==> config.mk <==
export PLATFORM = sky130hd
export DESIGN_NAME = dram_derate_mon
export DESIGN_NICKNAME = d
export VERILOG_FILES = /design/src/rtl/dtm_pkg.sv /design/src/rtl/dtm_poll_timer.sv /design/src/rtl/dtm_mr_reader.sv /design/src/rtl/dtm_level_ctl.sv /design/src/rtl/dtm_reg_sel.sv /design/src/rtl/dram_derate_mon.sv
export SDC_FILE = /design/constraint.sdc
export NUM_CORES = 1
export LEC_CHECK = 0
export BUFFER_PORTS_ARGS = -buffer_cell sky130_fd_sc_hd__buf_2
export CAP_MARGIN = 10
export CORE_AREA = 5 5 121 123
export CTS_CLUSTER_DIAMETER = 40
export DETAILED_ROUTE_END_ITERATION = 6
export DIE_AREA = 0 0 126 128
export HOLD_SLACK_MARGIN = 0.05
export PLACE_DENSITY = 0.73
export SETUP_SLACK_MARGIN = 0.2
export SYNTH_ARGS = -nofsm -noshare
export SYNTH_HDL_FRONTEND = slang
export SYNTH_SLANG_ARGS = --single-unit
==> constraint.sdc <==
create_clock -name clk -period 2.1 [get_ports clk]
set_input_delay 0.21 -clock clk [delete_from_list [all_inputs] [get_ports clk]]
set_output_delay 0.21 -clock clk [all_outputs]
set_load 0.01 [all_outputs]
==> src/rtl/dtm_pkg.sv <==
package dtm_pkg;
   typedef logic [2:0] lvl_t;

   localparam lvl_t LVL_NOM    = 3'd3;
   localparam lvl_t LVL_RSVD   = 3'd4;
   localparam lvl_t LVL_DR_REF = 3'd5;
   localparam lvl_t LVL_DR_ALL = 3'd6;
   localparam lvl_t LVL_SHUT   = 3'd7;

   localparam int NUM_REGS = 3;
   localparam int IDX_REF  = 0;
   localparam int IDX_T1   = 1;
   localparam int IDX_T3   = 2;

   // lowest applied level at which a word switches to its derated copy
   function automatic lvl_t derate_floor(input int idx);
      return (idx == IDX_REF) ? LVL_DR_REF : LVL_DR_ALL;
   endfunction
endpackage

==> src/rtl/dtm_poll_timer.sv <==
module dtm_poll_timer #(
   parameter int CNT_W = 16
) (
   input  logic             clk,
   input  logic             rst_n,
   input  logic             ref_tick,
   input  logic             busy,
   input  logic [CNT_W-1:0] interval,
   output logic             poll_go
);
   logic [CNT_W-1:0] cnt_q;
   logic             hit;

   assign hit     = (cnt_q >= interval - 1'b1);
   assign poll_go = (interval != '0) && ref_tick && !busy && hit;

   always_ff @(posedge clk or negedge rst_n) begin
      if (!rst_n)                  cnt_q <= '0;
      else if (interval == '0)     cnt_q <= '0;
      else if (ref_tick && !busy)  cnt_q <= hit ? '0 : cnt_q + 1'b1;
   end

   AST_GO_IDLE: assert property (@(posedge clk) disable iff (!rst_n)
      poll_go |-> !busy && (interval != '0));
endmodule

==> src/rtl/dtm_mr_reader.sv <==
module dtm_mr_reader
   import dtm_pkg::*;
(
   input  logic clk,
   input  logic rst_n,
   input  logic go,
   input  logic cs1_used,
   input  logic mr_ack,
   input  lvl_t mr_rate,
   output logic mr_req,
   output logic mr_cs,
   output logic busy,
   output logic rd_valid,
   output lvl_t rd_code
);
   typedef enum logic [1:0] {ST_IDLE, ST_CS0, ST_CS1} st_t;
   st_t  st_q;
   lvl_t code0_q;

   assign mr_req = (st_q != ST_IDLE);
   assign mr_cs  = (st_q == ST_CS1);
   assign busy   = mr_req;

   always_ff @(posedge clk or negedge rst_n) begin
      if (!rst_n) begin
         st_q     <= ST_IDLE;
         code0_q  <= LVL_NOM;
         rd_valid <= 1'b0;
         rd_code  <= LVL_NOM;
      end else begin
         rd_valid <= 1'b0;
         case (st_q)
            ST_IDLE: if (go) st_q <= ST_CS0;
            ST_CS0: if (mr_ack) begin
               code0_q <= mr_rate;
               if (cs1_used) st_q <= ST_CS1;
               else begin
                  st_q     <= ST_IDLE;
                  rd_valid <= 1'b1;
                  rd_code  <= mr_rate;
               end
            end
            ST_CS1: if (mr_ack) begin
               st_q     <= ST_IDLE;
               rd_valid <= 1'b1;
               rd_code  <= (mr_rate > code0_q) ? mr_rate : code0_q;
            end
            default: st_q <= ST_IDLE;
         endcase
      end
   end

   AST_REQ_HOLD: assert property (@(posedge clk) disable iff (!rst_n)
      mr_req && !mr_ack |=> mr_req && $stable(mr_cs));
endmodule

==> src/rtl/dtm_level_ctl.sv <==
module dtm_level_ctl
   import dtm_pkg::*;
(
   input  logic clk,
   input  logic rst_n,
   input  logic rd_valid,
   input  lvl_t rd_code,
   input  logic ext_temp_ok,
   input  logic alert_clr,
   input  logic defer_done,
   output lvl_t lvl_q,
   output lvl_t applied_q,
   output logic alert_q,
   output logic pend_q
);
   lvl_t clamped, cand;
   logic usable, changed, deferred;

   assign clamped  = (rd_code < LVL_NOM) ? LVL_NOM : rd_code;
   assign usable   = rd_valid && (clamped != LVL_RSVD);
   assign cand     = (!ext_temp_ok && clamped >= LVL_DR_REF) ? LVL_SHUT : clamped;
   assign changed  = usable && (cand != lvl_q);
   assign deferred = (cand < lvl_q) || (cand == LVL_SHUT);

   always_ff @(posedge clk or negedge rst_n) begin
      if (!rst_n) begin
         lvl_q     <= LVL_NOM;
         applied_q <= LVL_NOM;
         pend_q    <= 1'b0;
         alert_q   <= 1'b0;
      end else begin
         if (changed) begin
            lvl_q <= cand;
            if (deferred) pend_q <= 1'b1;
            else begin
               applied_q <= cand;
               pend_q    <= 1'b0;
            end
         end else if (defer_done && pend_q) begin
            applied_q <= lvl_q;
            pend_q    <= 1'b0;
         end
         if (changed)        alert_q <= 1'b1;
         else if (alert_clr) alert_q <= 1'b0;
      end
   end

   AST_LEVEL_LEGAL: assert property (@(posedge clk) disable iff (!rst_n)
      (lvl_q >= LVL_NOM) && (lvl_q != LVL_RSVD));
   AST_CHANGE_ALERTS: assert property (@(posedge clk) disable iff (!rst_n)
      (lvl_q != $past(lvl_q)) |-> alert_q);
   AST_ALERT_W1C: assert property (@(posedge clk) disable iff (!rst_n)
      alert_clr && !changed |=> !alert_q);
   AST_RISE_NOW: assert property (@(posedge clk) disable iff (!rst_n)
      changed && !deferred |=> (applied_q == lvl_q) && !pend_q);
   AST_DEFER_HOLD: assert property (@(posedge clk) disable iff (!rst_n)
      pend_q && !defer_done && !(changed && !deferred) |=> $stable(applied_q));
endmodule

==> src/rtl/dtm_reg_sel.sv <==
module dtm_reg_sel
   import dtm_pkg::*;
#(
   parameter int REG_W = 32,
   parameter int NREG  = NUM_REGS
) (
   input  lvl_t                       applied,
   input  logic                       is_lpddr2,
   input  logic [NREG-1:0][REG_W-1:0] nom,
   input  logic [NREG-1:0][REG_W-1:0] drt,
   output logic [NREG-1:0][REG_W-1:0] sel
);
   for (genvar g = 0; g < NREG; g++) begin : g_word
      localparam lvl_t FLOOR = derate_floor(g);
      logic use_drt;
      assign use_drt = is_lpddr2 && (applied >= FLOOR) && (applied <= LVL_DR_ALL);
      assign sel[g]  = use_drt ? drt[g] : nom[g];
   end
endmodule

==> src/rtl/dram_derate_mon.sv <==
module dram_derate_mon
   import dtm_pkg::*;
#(
   parameter int REG_W = 32,
   parameter int CNT_W = 16
) (
   input  logic             clk,
   input  logic             rst_n,
   input  logic             ref_tick,
   input  logic [CNT_W-1:0] poll_interval,
   input  logic             cs1_used,
   input  logic             ext_temp_ok,
   input  logic             is_lpddr2,
   input  logic [REG_W-1:0] nom_refctl,
   input  logic [REG_W-1:0] nom_tim1,
   input  logic [REG_W-1:0] nom_tim3,
   input  logic [REG_W-1:0] drt_refctl,
   input  logic [REG_W-1:0] drt_tim1,
   input  logic [REG_W-1:0] drt_tim3,
   output logic             mr_req,
   output logic             mr_cs,
   input  logic             mr_ack,
   input  logic [2:0]       mr_rate,
   input  logic             alert_clr,
   input  logic             defer_done,
   output logic [2:0]       temp_level,
   output logic             alert,
   output logic             relax_pend,
   output logic             shutdown,
   output logic [REG_W-1:0] out_refctl,
   output logic [REG_W-1:0] out_tim1,
   output logic [REG_W-1:0] out_tim3
);
   if (REG_W < 1) begin : g_bad_regw
      $error("REG_W must be positive");
   end
   if (CNT_W < 2) begin : g_bad_cntw
      $error("CNT_W must be at least 2");
   end

   logic poll_go, busy, rd_valid, alert_q, pend_q;
   lvl_t rd_code, lvl_q, applied_q;
   logic [NUM_REGS-1:0][REG_W-1:0] nom_set, drt_set, sel_set;

   dtm_poll_timer #(.CNT_W(CNT_W)) u_timer (
      .clk(clk), .rst_n(rst_n), .ref_tick(ref_tick), .busy(busy),
      .interval(poll_interval), .poll_go(poll_go));

   dtm_mr_reader u_reader (
      .clk(clk), .rst_n(rst_n), .go(poll_go), .cs1_used(cs1_used),
      .mr_ack(mr_ack), .mr_rate(mr_rate), .mr_req(mr_req), .mr_cs(mr_cs),
      .busy(busy), .rd_valid(rd_valid), .rd_code(rd_code));

   dtm_level_ctl u_level (
      .clk(clk), .rst_n(rst_n), .rd_valid(rd_valid), .rd_code(rd_code),
      .ext_temp_ok(ext_temp_ok), .alert_clr(alert_clr), .defer_done(defer_done),
      .lvl_q(lvl_q), .applied_q(applied_q), .alert_q(alert_q), .pend_q(pend_q));

   assign nom_set[IDX_REF] = nom_refctl;
   assign nom_set[IDX_T1]  = nom_tim1;
   assign nom_set[IDX_T3]  = nom_tim3;
   assign drt_set[IDX_REF] = drt_refctl;
   assign drt_set[IDX_T1]  = drt_tim1;
   assign drt_set[IDX_T3]  = drt_tim3;

   dtm_reg_sel #(.REG_W(REG_W), .NREG(NUM_REGS)) u_sel (
      .applied(applied_q), .is_lpddr2(is_lpddr2),
      .nom(nom_set), .drt(drt_set), .sel(sel_set));

   assign out_refctl = sel_set[IDX_REF];
   assign out_tim1   = sel_set[IDX_T1];
   assign out_tim3   = sel_set[IDX_T3];
   assign temp_level = lvl_q;
   assign alert      = alert_q;
   assign relax_pend = pend_q;
   assign shutdown   = (lvl_q == LVL_SHUT);

   AST_SHUT_NONEXT: assert property (@(posedge clk) disable iff (!rst_n)
      $rose(shutdown) |-> alert && relax_pend);
endmodule

==> impl_metrics.json <==
{
  "hp-class": "input pin to flip-flop",
  "worstSetupPathType": "input pin to flip-flop",
  "grt_max_degree": 34,
  "drt_iter0_drc": 247,
  "max_freq_mhz": 379,
  "period_share_pct": 126,
  "drc": 0,
  "yosys_register_bits": 33,
  "first_pass_iters": 4,
  "worstPathArrival_ns": 2.83,
  "yosysMostFrequentCell": "mux2_2",
  "synth-seq-area-share_pct": 22.9,
  "die_y_um": 128,
  "die_x_um": 126,
  "status": "finished, violations left",
  "nFillCells": 1196,
  "cts_made_buffers": 5,
  "ir_drop_v": 0.000310,
  "finalSetupViolations": 82,
  "initial_core_util_pct": 26.9,
  "hold_slack_ns": 0.152,
  "drive_gt1_share_pct": 70.7,
  "synthTopCellsByCount": "mux2_2 (102), ha_1 (27), dfrtp_1 (25)",
  "grt_use_total_pct": 25.1,
  "wl_met2_mm": 10.4,
  "rsz0062_at_grt": "true",
  "htreeDepth": 2,
  "powerDensity_nw_per_um2": 516,
  "worstPathRequired_ns": 2.29,
  "yosys_warnings": 0,
  "rows": 43,
  "cts_tree": "built",
  "hold_viol": 0,
  "top_layer_used": "met4",
  "finish.utilization_pct": 55.8,
  "violations": "negative setup slack",
  "port_buffers": 323,
  "synth_flop_cell": "dfrtp_1",
  "viasPerCell": 4.92,
  "wl_met1_mm": 7.69,
  "design.die.area_sq_um": 16100,
  "setup_tns_ns": -11.71,
  "synth.top_cell.area_share_pct": 31.5,
  "layout.nets": 1030,
  "clkTransAtPathRegs_ns": 0.06,
  "period_minus_slack_ns": 2.64,
  "cts_max_path_buffers": 2,
  "wl_per_cell_um": 22.9,
  "cp-end-kind": "flip-flop",
  "synth-edff-count": 0,
  "slew_viol_final": 0,
  "syn_nets": 641,
  "place_congestion": 0.885,
  "cp-start-kind": "input pin",
  "ios": 324,
  "async_reset_ff_share_pct": 100,
  "routed-via-count": 4751,
  "synth_area_leaders": "mux2_2 (31%), dfrtp_1 (17%), ha_1 (9.3%)",
  "syn_avg_cell_area_sq_um": 9.27,
  "antenna_found_initial": 3,
  "slew_headroom_pct": 50.1,
  "place_hpwl_mm": 16.9,
  "core_area_sq_um": 13600,
  "cts_sinks": 33,
  "routed_wl_mm": 22.1,
  "yosys.cell_types.count": 45,
  "dr_wl_met3_mm": 3.37,
  "area_growth_pct": 107,
  "synth_top_area_cell": "mux2_2",
  "cap_violations": 0,
  "ant_nets": 0,
  "skew_ns": 0.00779,
  "place_ws_ns": -0.864,
  "crit_fanout": 18,
  "synthesis.area_sq_um": 3650,
  "grt_pass1_vias": 4975,
  "grt-ovfl-total": 0,
  "cts_root_buffer": "clkbuf_16",
  "setup_ws_ns": -0.537,
  "clk_latency_ns": 0.28,
  "synth_cells": 394,
  "tightest_slew_ns": 0.749,
  "p_leak_nw": 3.99,
  "grt_pass1_wl_mm": 30.3
}
-- timing repair --
item / CTS / global route
gates cloned: 8 / 2
hold endpoints to repair: 25 / 0
resized for setup: 229 / 49
endpoints found under the setup margin: 117 / 120
pin swaps: 17 / 18
setup buffers: 12 / 8
hold buffers: 1 / 0
-- layout make-up --
type	instances	area [sq um]	share of cell area, %
Clock inverter	2	13.8	0.182
Timing Repair Buffer	401	3110	41.0
Inverter	21	78.8	1.04
Antenna cell	1	2.50	0.0331
Tap cell	180	225	2.98
Clock buffer	6	139	1.84
Multi-Input combinational cell	321	3170	41.8
Sequential cell	33	836	11.0
-- worst max-delay path, cell delays in order --
cell      delay, ns
buf_6          0.09
or4_4          0.52
or3_4          0.36
nor2_4         0.09
xnor2_1        0.13
ha_1           0.26
nand4_1        0.12
buf_4          0.16
o21bai_4       0.08
nor3_2         0.18
and3_4         0.24
buf_12         0.14
nand3b_1       0.08
a31oi_1        0.16
-- registers in the layout (all words and copies together), names as in the netlist --
register and cells:
u_timer.cnt_q 16, u_level.applied_q 3, u_level.lvl_q 3, u_reader.code0_q 3, u_reader.rd_code 3, u_reader.st_q 2
u_level.alert_q 1, u_level.pend_q 1, u_reader.rd_valid 1
-- power by group --
part | total (mW) | switching (mW) | leakage [nW] | internal, mW
Clock | 0.749 | 0.277 | 0.0768 | 0.471
Combinational | 2.17 | 1.01 | 3.49 | 1.16
Sequential | 0.989 | 0.149 | 0.423 | 0.840
-- worst paths after layout --
kind,startpoint,to,slack [ns],depth (start not counted)
min reg2reg,u_reader.code0_q[0],u_reader.code0_q[0],0.51,2
max,poll_interval[10],u_timer.cnt_q[10],-0.54,14
min in group asynchronous,rst_n,u_timer.cnt_q[12],0.54,2
max in group asynchronous,rst_n,u_timer.cnt_q[4],1.08,2
max reg2reg,u_timer.cnt_q[1],u_timer.cnt_q[10],-0.04,8
min,alert_clr,u_level.alert_q,0.15,2
-- layer usage --
metal | vias up | track usage [%]
met2 | 238 | 41.9
met4 | 0 | 7.19
met1 | 2239 | 26.3
met3 | 30 | 16.1
met5 | - | 0
li1 | 2244 | -
-- stage by stage --
step,std cells,power [mW],instance area (sq um)
6_report,965,3.91,7570
5_1_grt,965,4.21,7570
4_1_cts,954,3.73,7240
3_5_place_dp,925,2.64,5830
3_3_place_gp,925,2.59,5830
2_1_floorplan,394,1.93,3730
-- cells by family after synthesis --
group / after synthesis / synth area share [%]
adder cells (fa/ha/maj): 27 / 9.25
AO/OA/AOI/OAI: 69 / 11.7
XOR/XNOR: 15 / 3.60
flip-flops: 33 / 22.9
multiplexers: 106 / 32.6
buffers and inverters: 40 / 4.90
AND/OR/NAND/NOR: 104 / 15.1
-- cell usage in the layout, fill, tap and decap left out, drive strengths merged, types with 3 or more instances in the layout --
cell type	netlist	routed
mux2	102	102
inv	21	21
clkbuf	11	8
o22ai	4	4
nand3	14	14
nand4b	3	3
ha	27	27
nor2	16	16
nand4	5	5
and3	7	7
a31oi	22	22
o21a	3	3
nand2	24	24
nand3b	9	9
o21ai	17	17
mux2i	4	4
xor2	4	4
a21oi	12	12
buf	8	398
nor4	4	4
nor2b	6	6
nor3	9	9
dfstp	8	8
dfrtp	25	25
xnor2	11	11
Note: power is estimated with default switching activity, not from simulation.
